**src/rtl/irq_sel_pkg.sv**
```systemverilog
package irq_sel_pkg;

  typedef enum logic [1:0] {
    PRIV_USER  = 2'd0,
    PRIV_SUPER = 2'd1,
    PRIV_RSVD  = 2'd2,
    PRIV_MACH  = 2'd3
  } privLvl_e;

  // guest-supervisor source positions; each drops by one when remapped
  localparam int unsigned GUEST_SOFT_POS  = 2;
  localparam int unsigned GUEST_TIMER_POS = 6;
  localparam int unsigned GUEST_EXT_POS   = 10;

  typedef struct packed {
    logic machEn;
    logic superEn;
    logic hostSuperEn;
    logic virtMode;
  } gateStrobes_t;

endpackage

```
**src/rtl/irq_sel_ctz.sv**
```systemverilog
module irq_sel_ctz #(
  parameter int unsigned XLEN = 64,
  localparam int unsigned IDX_W = $clog2(XLEN)
) (
  input  logic             clk,
  input  logic             rstN,
  input  logic [XLEN-1:0]  vecIn,
  output logic             anySet,
  output logic [IDX_W-1:0] idxOut
);

  always_comb begin
    idxOut = '0;
    for (int i = XLEN - 1; i >= 0; i--) begin
      if (vecIn[i]) idxOut = IDX_W'(i);
    end
  end

  assign anySet = |vecIn;


  ctz_hits_set_chk: assert property (@(posedge clk) disable iff (!rstN)
    anySet |-> vecIn[idxOut]);


  ctz_lowest_chk: assert property (@(posedge clk) disable iff (!rstN)
    anySet |-> ((vecIn & ((XLEN'(1) << idxOut) - XLEN'(1))) == '0));

endmodule

```
**src/rtl/irq_sel_ctrl.sv**
```systemverilog
module irq_sel_ctrl
  import irq_sel_pkg::*;
(
  input  logic         clk,
  input  logic         rstN,
  input  logic [1:0]   privLvl,
  input  logic         virtOn,
  input  logic         mGie,
  input  logic         sGie,
  input  logic         hostSGie,
  output gateStrobes_t strobes
);

  privLvl_e privNow;
  assign privNow = privLvl_e'(privLvl);

  always_comb begin
    strobes.machEn      = (privNow != PRIV_MACH) || mGie;
    strobes.superEn     = (privNow == PRIV_USER) ||
                          ((privNow == PRIV_SUPER) && sGie);
    strobes.hostSuperEn = (privNow == PRIV_USER) ||
                          ((privNow == PRIV_SUPER) && hostSGie);
    strobes.virtMode    = virtOn;
  end


  mach_masked_chk: assert property (@(posedge clk) disable iff (!rstN)
    (privLvl == 2'd3 && !mGie) |-> !strobes.machEn);


  user_open_chk: assert property (@(posedge clk) disable iff (!rstN)
    (privLvl == 2'd0) |-> (strobes.superEn && strobes.hostSuperEn && strobes.machEn));


  super_closed_chk: assert property (@(posedge clk) disable iff (!rstN)
    (privLvl[1]) |-> !strobes.superEn);

endmodule

```
**src/rtl/irq_sel_dp.sv**
```systemverilog
module irq_sel_dp
  import irq_sel_pkg::*;
#(
  parameter int unsigned XLEN = 64,
  localparam int unsigned IDX_W = $clog2(XLEN)
) (
  input  logic             clk,
  input  logic             rstN,
  input  logic [XLEN-1:0]  pendVec,
  input  logic [XLEN-1:0]  enableVec,
  input  logic [XLEN-1:0]  delegVec,
  input  gateStrobes_t     strobes,
  output logic             selValid,
  output logic [IDX_W-1:0] selCause,
  output logic             selForce
);

  localparam logic [XLEN-1:0] GUEST_MASK = (XLEN'(1) << GUEST_SOFT_POS) |
                                           (XLEN'(1) << GUEST_TIMER_POS) |
                                           (XLEN'(1) << GUEST_EXT_POS);

  logic [XLEN-1:0]  rawPend, basePend, guestPend, hostSet, activePend, finalSet;
  logic             hostHit, finHit;
  logic [IDX_W-1:0] hostIdx, finIdx;

  assign rawPend    = pendVec & enableVec;
  assign basePend   = rawPend & ~GUEST_MASK;
  assign guestPend  = (rawPend & GUEST_MASK) >> 1;
  assign hostSet    = (strobes.virtMode && strobes.hostSuperEn) ? basePend : '0;
  assign activePend = strobes.virtMode ? guestPend : basePend;
  assign finalSet   = (activePend & ~delegVec & {XLEN{strobes.machEn}}) |
                      (activePend &  delegVec & {XLEN{strobes.superEn}});

  irq_sel_ctz #(.XLEN(XLEN)) u_hostCtz (
    .clk(clk), .rstN(rstN), .vecIn(hostSet), .anySet(hostHit), .idxOut(hostIdx)
  );

  irq_sel_ctz #(.XLEN(XLEN)) u_finCtz (
    .clk(clk), .rstN(rstN), .vecIn(finalSet), .anySet(finHit), .idxOut(finIdx)
  );

  assign selForce = hostHit;
  assign selValid = hostHit | finHit;
  assign selCause = hostHit ? hostIdx : finIdx;


  force_needs_virt_chk: assert property (@(posedge clk) disable iff (!rstN)
    selForce |-> strobes.virtMode);


  guest_slot_chk: assert property (@(posedge clk) disable iff (!rstN)
    (selValid && strobes.virtMode && !selForce) |->
      (selCause == IDX_W'(GUEST_SOFT_POS - 1) ||
       selCause == IDX_W'(GUEST_TIMER_POS - 1) ||
       selCause == IDX_W'(GUEST_EXT_POS - 1)));


  plain_source_chk: assert property (@(posedge clk) disable iff (!rstN)
    (selValid && !strobes.virtMode) |-> (pendVec[selCause] && enableVec[selCause] &&
                                         !GUEST_MASK[selCause]));


  idle_cause_chk: assert property (@(posedge clk) disable iff (!rstN)
    !selValid |-> (selCause == '0 && !selForce));

endmodule

```
**src/rtl/virt_irq_select.sv**
```systemverilog
module virt_irq_select
  import irq_sel_pkg::*;
#(
  parameter int unsigned XLEN    = 64,
  parameter bit          REG_OUT = 1'b1,
  localparam int unsigned IDX_W  = $clog2(XLEN)
) (
  input  logic             clk,
  input  logic             rstN,
  input  logic [XLEN-1:0]  pendVec,
  input  logic [XLEN-1:0]  enableVec,
  input  logic [XLEN-1:0]  delegVec,
  input  logic [1:0]       privLvl,
  input  logic             virtOn,
  input  logic             mGie,
  input  logic             sGie,
  input  logic             hostSGie,
  output logic             irqValid,
  output logic [IDX_W-1:0] irqCause,
  output logic             forceHost
);

  gateStrobes_t     strobes;
  logic             selValid, selForce;
  logic [IDX_W-1:0] selCause;

  irq_sel_ctrl u_ctrl (
    .clk(clk), .rstN(rstN), .privLvl(privLvl), .virtOn(virtOn),
    .mGie(mGie), .sGie(sGie), .hostSGie(hostSGie), .strobes(strobes)
  );

  irq_sel_dp #(.XLEN(XLEN)) u_dp (
    .clk(clk), .rstN(rstN), .pendVec(pendVec), .enableVec(enableVec),
    .delegVec(delegVec), .strobes(strobes), .selValid(selValid),
    .selCause(selCause), .selForce(selForce)
  );

  generate
    if (REG_OUT) begin : g_regOut
      always_ff @(posedge clk or negedge rstN) begin
        if (!rstN) begin
          irqValid  <= 1'b0;
          irqCause  <= '0;
          forceHost <= 1'b0;
        end else begin
          irqValid  <= selValid;
          irqCause  <= selCause;
          forceHost <= selForce;
        end
      end


      force_past_virt_chk: assert property (@(posedge clk) disable iff (!rstN)
        forceHost |-> ($past(virtOn) && irqValid));
    end else begin : g_combOut
      assign irqValid  = selValid;
      assign irqCause  = selCause;
      assign forceHost = selForce;
    end
  endgenerate

endmodule

```
**config.mk**
```make
export PLATFORM = sky130hd
export DESIGN_NAME = virt_irq_select
export DESIGN_NICKNAME = d
export VERILOG_FILES = /design/src/rtl/irq_sel_pkg.sv /design/src/rtl/irq_sel_ctz.sv /design/src/rtl/irq_sel_ctrl.sv /design/src/rtl/irq_sel_dp.sv /design/src/rtl/virt_irq_select.sv
export SDC_FILE = /design/constraint.sdc
export NUM_CORES = 1
export LEC_CHECK = 0
export BUFFER_PORTS_ARGS = -buffer_cell sky130_fd_sc_hd__buf_2
export CORE_MARGIN = 2
export CORE_UTILIZATION = 43
export DETAILED_ROUTE_END_ITERATION = 10
export GPL_TIMING_DRIVEN = 0
export PLACE_DENSITY = 0.87
export RECOVER_POWER = 25
export SYNTH_ARGS = -nofsm -noshare
export SYNTH_HDL_FRONTEND = slang
export SYNTH_SLANG_ARGS = --single-unit
```
**constraint.sdc**
```tcl
create_clock -name clk -period 0.8 [get_ports clk]
set_input_delay 0.08 -clock clk [delete_from_list [all_inputs] [get_ports clk]]
set_output_delay 0.08 -clock clk [all_outputs]
set_load 0.03 [all_outputs]
```
==> results_dict.tcl, run 1 <==
set metrics [dict create \
    synth_cells 629 \
    syn_nets 829 \
    synth_common_cells "nand2_1, nor2_1, o21ai_0" \
    die-area_um2 9417 \
    critPathKind "primary input to flip-flop" \
    grt_max_degree 11 \
    rsz0062_at_grt "yes" \
    drt-vias-per-instance 6.976 \
    synth-edff-count 0 \
    max_slew_margin_pct 64.69 \
    fp.dieH_um 97.04 \
    yosys.cell_count.top_type "nand2_1" \
    yosys_warnings 0 \
    die_w_um 97.04 \
    final-hold-violation-count 0 \
    worstMarginPinSlew_ns 0.5164 \
    hold_start "enableVec[0]" \
    numClockSinks 8 \
    core_um2 8299 \
    leakagePower_nw 2.949 \
    io_pins 208 \
    seq_area_frac_synth_pct 5.378 \
    critPathTopFamily "compound AO/OA/AOI/OAI gates" \
    grt.overflow.total 0 \
    row_count 33 \
    drtIter0Drc 1273 \
    min_path_cells 3 \
    power_density_nw_per_um2 824.5 \
    htreeDepth 1 \
    synth_area_um2 3722 \
    dp_hpwl_um 14800 \
    required_ns 0.90 \
    clockRootBuffer "clkbuf_8" \
    post_drt_wl_per_cell_um 21.48 \
    diodes 0 \
    drtPass1Iterations 8 \
    violations "setup timing" \
    drv_slew 0 \
    outcome "complete, but fails checks" \
    cpPeakStageDelay_ns 0.36 \
    cp.arrival_ns 2.22 \
    critPathMaxFanout 10 \
    start_util_pct 44.85 \
    period_needed_ns 2.119 \
    grt_usage_pct 39.26 \
    hp-class "primary input to flip-flop" \
    vdd_drop_max_mv 0.5069 \
    setup_violations 16 \
    synth_seq_cells 8 \
    final_nets 1090 \
    finalCritPeriodShare_pct 264.8 \
    syn_to_final_growth_pct 67.06 \
    critPathCaptureType "flip-flop" \
    synth.avg_cell_area_um2 5.918 \
    crit_chain "buf_2 -> and2b_2 -> clkbuf_4 -> a311oi_1 -> o21ai_1 -> inv_1 -> o21ai_0 -> a211oi_1 -> o221ai_1 -> a21oi_2 -> o21ai_1" \
    crit_top_cell "o21ai_1" \
    crit_buf_inv 3 \
    yosysTopAreaCell "nand2_1" \
    vias 6927 \
    synthDistinctLibCells 64 \
    yosys.area.top_type_share_pct 12.81 \
    drc_errors 0 \
    dp_slack_ns -1.855 \
    clock_path_buffers 2 \
    antenna_found_initial 0 \
    final_cells 993 \
    wirelength_um 21330 \
    start_kind "primary input" \
    dp_cells 938 \
    timing.fmax_ghz 0.4720 \
    ys.flop_type "dfrtp_1" \
    io_buffers 204 \
    cts_made_buffers 3 \
    cp_slowest_cell "a211oi_1" \
    ys_async_sr_fraction_pct 100.0 \
    gp_congestion 1.030 \
    drtAntennaViolNets 0 \
    yosys-top-cells-area "nand2_1, o21ai_0, nor2_1" \
    fin_ws_ns -1.319 \
    first_global_vias 6221 \
    cap_viol_max_count 0 \
    clk_pin_slew_ns 0.04 \
    fin_util_pct 74.93 \
    grt_pass1_wl_um 30340 \
    tritoncts "done" \
    whs_endpoint "forceHost" \
    layout-drive-gt1-share_pct 42.00 \
]
cell usage in the layout, fill, tap and decap left out, types with 6 or more instances in the layout:
master,netlist,layout
o31ai_1,9,6
a22oi_2,0,11
a2111o_1,7,7
nand4_1,16,16
nand3_1,43,38
a31oi_1,8,7
a211oi_1,18,13
nand2_4,0,9
and3b_1,10,8
nor3_1,13,12
o21ai_0,49,35
nand3b_1,7,7
nand4b_1,7,7
o211ai_1,12,12
clkbuf_8,0,6
dfrtp_1,8,8
inv_1,22,22
buf_8,0,7
a311oi_1,8,6
a21oi_1,40,35
o22ai_1,7,7
and2_1,13,11
o21ai_1,1,12
buf_4,2,54
nor2_1,62,55
buf_6,1,30
o32ai_1,7,7
nor2_2,0,7
buf_2,11,178
a22o_1,10,10
nand2_1,127,114
through the flow:
| step | cell area [um^2] | TNS (ns) | hold slack, ns | power (mW) |
|---|---|---|---|---|
| 6_report | 6218 | -9.654 | 0.2379 | 5.127 |
| 3_3_place_gp | 5005 | -13.46 | -0.07607 | 3.524 |
| 4_1_cts | 5827 | -8.595 | 0.2008 | 4.644 |
| 5_1_grt | 6218 | -9.776 | 0.2386 | 5.341 |
| 2_1_floorplan | 3852 | -7.402 | -0.2156 | 2.286 |
| 3_5_place_dp | 5005 | -13.27 | -0.07119 | 3.534 |
registers in the layout (all words and copies together), names as in the netlist:
register and flops:
irqCause 6, irqValid 1, forceHost 1
power breakdown:
| group | leakage, nW | switching (mW) | internal [mW] |
|---|---|---|---|
| registers | 0.0973 | 0.0278 | 0.467 |
| logic | 2.83 | 2.34 | 1.80 |
| clock network | 0.0216 | 0.164 | 0.326 |
layout make-up:
class | instances | area (um^2)
Buffer | 29 | 344.1
Clock buffer | 3 | 41.29
Fill cell | 650 | 2081
Inverter | 22 | 82.58
Multi-Input combinational cell | 568 | 3754
Sequential cell | 8 | 200.2
Tap cell | 105 | 131.4
Timing Repair Buffer | 258 | 1665
how the worst max path moves through the flow:
stage / to / depth (start not counted) / from
after floorplan: irqCause[2] / 10 / privLvl[0]
after global placement: irqCause[1] / 11 / virtOn
after global routing: irqCause[3] / 11 / virtOn
after CTS: irqCause[0] / 11 / privLvl[0]
final: irqCause[0] / 11 / mGie
after detailed placement: irqCause[0] / 12 / privLvl[0]
cell families (layout without fill, tap and decap cells):
group / count (synthesis) / count (layout) / synth area share (%)
compound gates: 245 / 245 / 46.56
buf+inv: 53 / 312 / 6.117
flops: 8 / 8 / 5.378
mux: 1 / 1 / 0.2689
simple gates: 322 / 322 / 41.68
per-layer routing:
metal / part of all wire (%) / wire, um / global-route usage [%] / vias up
li1: - / - / - / 2951
met1: 34 / 7302 / 48.71 / 3062
met2: 44 / 9388 / 65.33 / 721
met3: 15 / 3268 / 9.032 / 193
met4: 6.4 / 1369 / 16.03 / 0
met5: 0 / 0 / 0 / -
timing repair:
action / in CTS / in global routing
hold buffers: 1 / 0
pin swaps: 45 / 38
setup endpoints to repair: 16 / 16
cloned: 2 / 2
setup buffers: 33 / 17
resized for setup: 130 / 67
hold endpoints to repair: 8 / 0
Note: power is estimated with default switching activity, not from simulation.
==> run 2: changes to the inputs <==
- CORE_UTILIZATION: 43 -> 47
- PLACE_DENSITY: 0.87 -> 0.93
==> run 2 against run 1 <==
  * First-iteration DRC count shrank 12%
  * Count of clock-buffer cells in the layout is the same
  * Via count shrank 0.90%
  * Combinational power is essentially flat
  * Final area shrank 1.8%
  * The flow still finishes with violations (setup timing)
  * Setup slack gained 0.041 ns
  * Critical path type unchanged
  * Largest power group unchanged
  * Wire length shrank 1.0%
==> results_dict.tcl, run 2 (synthesized netlist as in run 1, its figures left out) <==
set metrics [dict create \
    outcome "complete, but fails checks" \
    violations "setup timing" \
    numClockSinks 8 \
    gp_congestion 1.020 \
    max_slew_margin_pct 56.45 \
    fin_util_pct 79.41 \
    row_count 32 \
    finalCritPeriodShare_pct 259.7 \
    largest_reg_flops 6 \
    final_cell_mix "buf_2, nand2_1, buf_4" \
    clockRootBuffer "clkbuf_8" \
    critPathMaxFanout 7 \
    required_ns 0.95 \
    dp_hpwl_um 14840 \
    start_util_pct 48.42 \
    syn_to_final_growth_pct 64.00 \
    drtIter0Drc 1116 \
    drv_slew 0 \
    final-hold-violation-count 0 \
    vdd_drop_max_mv 0.5512 \
    io_pins 208 \
    die-area_um2 8648 \
    critPathKind "primary input to flip-flop" \
    leakagePower_nw 2.878 \
    drc_errors 0 \
    start_kind "primary input" \
    worstMarginPinSlew_ns 0.6517 \
    final_common_cell "buf_2" \
    clock_path_buffers 2 \
    cts_made_buffers 3 \
    rsz0062_at_grt "yes" \
    final_nets 1088 \
    setup_violations 16 \
    hp-class "primary input to flip-flop" \
    layout-drive-gt1-share_pct 41.76 \
    cp.arrival_ns 2.22 \
    drt-vias-per-instance 6.948 \
    fin_ws_ns -1.277 \
    die_w_um 93.00 \
    drtAntennaViolNets 0 \
    power_density_nw_per_um2 839.9 \
    cap_viol_max_count 0 \
    place_area_um2 5001 \
    vias 6865 \
    wirelength_um 21110 \
    grt_max_degree 11 \
    design_area_um2 6105 \
    reg_top3 "irqCause (6), forceHost (1), irqValid (1)" \
    worstSetupStartpoint "privLvl[1]" \
    grt.overflow.total 0 \
    period_needed_ns 2.077 \
    htreeDepth 1 \
    tritoncts "done" \
    post_drt_wl_per_cell_um 21.36 \
    top_register "irqCause" \
    grt_pass1_wl_um 30420 \
    clk_pin_slew_ns 0.04 \
    power_mw 5.127 \
    core_um2 7687 \
    io_buffers 204 \
    grt_usage_pct 44.09 \
    first_global_vias 6228 \
    antenna_found_initial 0 \
    crit_end "irqCause[0]" \
    critPathCaptureType "flip-flop" \
    timing.fmax_ghz 0.4814 \
    fp.dieH_um 93.00 \
    drtPass1Iterations 9 \
    dp_slack_ns -1.949 \
    diodes 0 \
]
[run 2: changes by cell type in the layout (fill, tap and decap cells not counted), sizes merged]
cell	change
clkbuf	-2
[run 2: cell type report]
| cell class | count | area, um^2 |
|---|---|---|
| Clock buffer | 3 | 41.29 |
| Multi-Input combinational cell | 568 | 3751 |
| Timing Repair Buffer | 256 | 1580 |
| Buffer | 29 | 321.6 |
| Fill cell | 598 | 1583 |
| Tap cell | 102 | 127.6 |
| Sequential cell | 8 | 200.2 |
| Inverter | 22 | 82.58 |
[run 2: metrics by stage]
| stage | cells | hold slack, ns | TNS (ns) |
|---|---|---|---|
| finish | 988 | 0.2508 | -8.832 |
| global route | 988 | 0.2760 | -9.470 |
| CTS | 970 | 0.2155 | -8.262 |
| detailed placement | 935 | -0.07224 | -13.78 |
| global placement | 935 | -0.07775 | -13.84 |
| floorplan | 629 | -0.2156 | -7.402 |
[run 2: critical path: stages]
cell and delay [ns]:
buf_6 0.12, buf_8 0.12, buf_2 0.17, buf_4 0.16, a211oi_2 0.33, nor2_1 0.14, a211o_1 0.35, o21a_1 0.24
o31ai_4 0.26, a21oi_2 0.08, o21ai_1 0.16
[run 2: worst min-delay path by stage]
stage                       startpoint          end  slack (ns)  depth (start not counted)
after floorplan                   rstN    forceHost       -0.22                          0
after global placement            rstN  irqCause[1]       -0.08                          1
after detailed placement          rstN  irqCause[3]       -0.07                          1
after CTS                         rstN  irqCause[4]        0.22                          2
after global routing      enableVec[0]    forceHost        0.28                          3
final                     enableVec[0]    forceHost        0.25                          3
[run 2: metal layers]
metal  wire length [um]  track usage, %  vias up
li1                   -               -     2967
met1               7223           54.04     2978
met2               9329           71.86      724
met3               3154           11.20      196
met4               1399           21.45        0
met5                  0               0        -
[run 2: where the power goes]
| group | switching, mW | internal (mW) | leakage [nW] | total (mW) |
|---|---|---|---|---|
| clock network | 0.173 | 0.327 | 0.0216 | 0.500 |
| logic | 2.37 | 1.76 | 2.76 | 4.13 |
| registers | 0.0320 | 0.467 | 0.0973 | 0.499 |
| total | 2.57 | 2.56 | 2.88 | 5.13 |
[run 2: repair_timing]
action / in CTS / in global routing
setup buffers: 33 / 17
hold buffers: 1 / 0
hold endpoints to repair: 8 / 0
pin swaps: 36 / 24
setup endpoints to repair: 16 / 16
gates resized for setup: 130 / 48
cloned: 0 / 1
==> run 3: changes to the inputs <==
- BUFFER_PORTS_ARGS: -buffer_cell sky130_fd_sc_hd__buf_2 -> not set
- CORE_UTILIZATION: 47 -> 55
- DONT_BUFFER_PORTS: not set -> 1
- PLACE_DENSITY: 0.93 -> 0.79
==> run 3 against run 2 <==
  * The flow finishes with violations (DRC, setup timing)
  * Total power down 17%
  * Hold slack worse by 0.12 ns
  * Combinational power down 23%
  * Critical endpoint unchanged
==> results_dict.tcl, run 3 (synthesized netlist as in run 1, its figures left out) <==
set metrics [dict create \
    outcome "complete, but fails checks" \
    violations "DRC, setup timing" \
    drtAntennaViolNets 0 \
    gp_congestion 1.085 \
    numClockSinks 8 \
    reg_top3 "irqCause (6), forceHost (1), irqValid (1)" \
    worstMarginPinSlew_ns 0.5950 \
    grt_pass1_wl_um 27290 \
    clockRootBuffer "clkbuf_8" \
    vdd_drop_max_mv 0.6722 \
    hp-class "primary input to flip-flop" \
    final_cell_mix "nand2_1, nor2_1, buf_4" \
    io_pins 208 \
    htreeDepth 1 \
    drtIter0Drc 860 \
    grt_max_degree 11 \
    fp.dieH_um 86.27 \
    drt-vias-per-instance 8.011 \
    p_switching_mw 2.177 \
    rsz0062_at_grt "yes" \
    tritoncts "done" \
    seqPwrFrac_pct 14.6 \
    start_kind "primary input" \
    swShare_pct 51.07 \
    grt_usage_pct 46.70 \
    hold_start "enableVec[0]" \
    drtPass1Iterations 11 \
    min_path_cells 2 \
    layout-drive-gt1-share_pct 26.63 \
    whs_endpoint "forceHost" \
    wirelength_um 19280 \
    cap_viol_max_count 0 \
    drv_slew 0 \
    clock_path_buffers 2 \
    clk_pin_slew_ns 0.04 \
    diodes 0 \
    core_um2 6459 \
    fin_ws_ns -1.175 \
    cp.arrival_ns 2.07 \
    fillers 506 \
    row_count 29 \
    cpPeakStageDelay_ns 0.29 \
    max_slew_margin_pct 60.23 \
    final_common_cell "nand2_1" \
    drc_errors 1 \
    final_nets 878 \
    finalCritPeriodShare_pct 246.9 \
    crit_chain "nor2b_4 -> buf_6 -> buf_6 -> a21oi_1 -> o21ai_1 -> o2111ai_2 -> a211oi_2 -> o21a_1 -> o31ai_4 -> a21oi_2 -> o21ai_1" \
    vias 6032 \
    period_needed_ns 1.975 \
    combPwrFrac_pct 74.0 \
    die-area_um2 7442 \
    setup_violations 9 \
    critPathMaxFanout 10 \
    p_int_mw 2.085 \
    cts_made_buffers 3 \
    largest_reg_flops 6 \
    critPathKind "primary input to flip-flop" \
    cp_slowest_cell "a211oi_2" \
    critPathCaptureType "flip-flop" \
    dp_slack_ns -1.844 \
    holdWs_ns 0.1313 \
    pwr-share-clk_pct 11.3 \
    first_global_vias 5459 \
    die_w_um 86.27 \
    power_density_nw_per_um2 856.7 \
    syn_to_final_growth_pct 33.65 \
    timing.fmax_ghz 0.5062 \
    top_register "irqCause" \
    start_util_pct 57.63 \
    required_ns 0.89 \
    final-hold-violation-count 0 \
    leakagePower_nw 2.004 \
    io_buffers 0 \
    dp_hpwl_um 13870 \
    antenna_found_initial 0 \
    post_drt_wl_per_cell_um 25.60 \
    grt.overflow.total 0 \
]
## run 3: cell types whose count changed in the layout (fill, tap and decap cells not counted), sizes merged
cell | before | now
buf | 273 | 61
clkbuf | 14 | 16
## run 3: power groups by stage
stage                     clock network [mW]  logic [mW]  registers, mW
after global routing                   0.507        3.28          0.628
after CTS                              0.488        2.68          0.625
after detailed placement                   0        2.23          0.625
after floorplan                            0        1.67          0.615
after global placement                     0        2.20          0.622
final                                  0.483        3.16          0.623
## run 3: worst max-delay path by stage
stage / start / to / slack [ns]
after floorplan: privLvl[0] / irqCause[2] / -1.04
after CTS: privLvl[0] / irqCause[0] / -1.13
final: privLvl[0] / irqCause[0] / -1.18
after global placement: privLvl[0] / irqCause[0] / -1.80
after global routing: enableVec[58] / irqCause[1] / -1.15
after detailed placement: privLvl[0] / irqCause[0] / -1.84
## run 3: final cells by class
type	instances	area [um^2]	area share [%]
plain buffers	29	302.8	6.087
clock buffers	3	41.29	0.8300
inverters	22	82.58	1.660
multi-input cells	568	3875	77.89
flip-flops and latches	8	205.2	4.125
well taps	77	96.34	1.937
repair buffers	46	371.6	7.470
## run 3: critical path, delay by kind of cell
| family | cells | cell delay [ns] |
|---|---|---|
| AO/OA/AOI/OAI | 8 | 1.37 |
| AND/OR/NAND/NOR | 1 | 0.20 |
| buffers and inverters | 2 | 0.41 |
## run 3: per-layer routing
metal  routed length [um]  track usage [%]
met5                    0                0
met4                 1400            22.16
met3                 2988            12.48
met2                 8419            76.39
met1                 6467            56.97
## run 3: through the flow
stage	TNS, ns	total power [mW]	util (%)	area [um^2]	instances
2_1_floorplan	-7.402	2.286	-	3852	629
3_3_place_gp	-12.44	2.827	61.14	3949	706
3_5_place_dp	-12.38	2.853	61.14	3949	706
4_1_cts	-7.455	3.789	70.73	4568	732
5_1_grt	-8.392	4.419	77.02	4975	753
6_report	-8.139	4.262	77.02	4975	753
## run 3: repair_timing
| item | CTS | global route |
|---|---|---|
| pin swaps | 33 | 35 |
| buffers inserted | 23 | 21 |
| endpoints found under the setup margin | 15 | 12 |
| hold endpoints to repair | 8 | 0 |
| cloned | 1 | 0 |
| hold buffers | 1 | 0 |
| gates resized for setup | 103 | 65 |
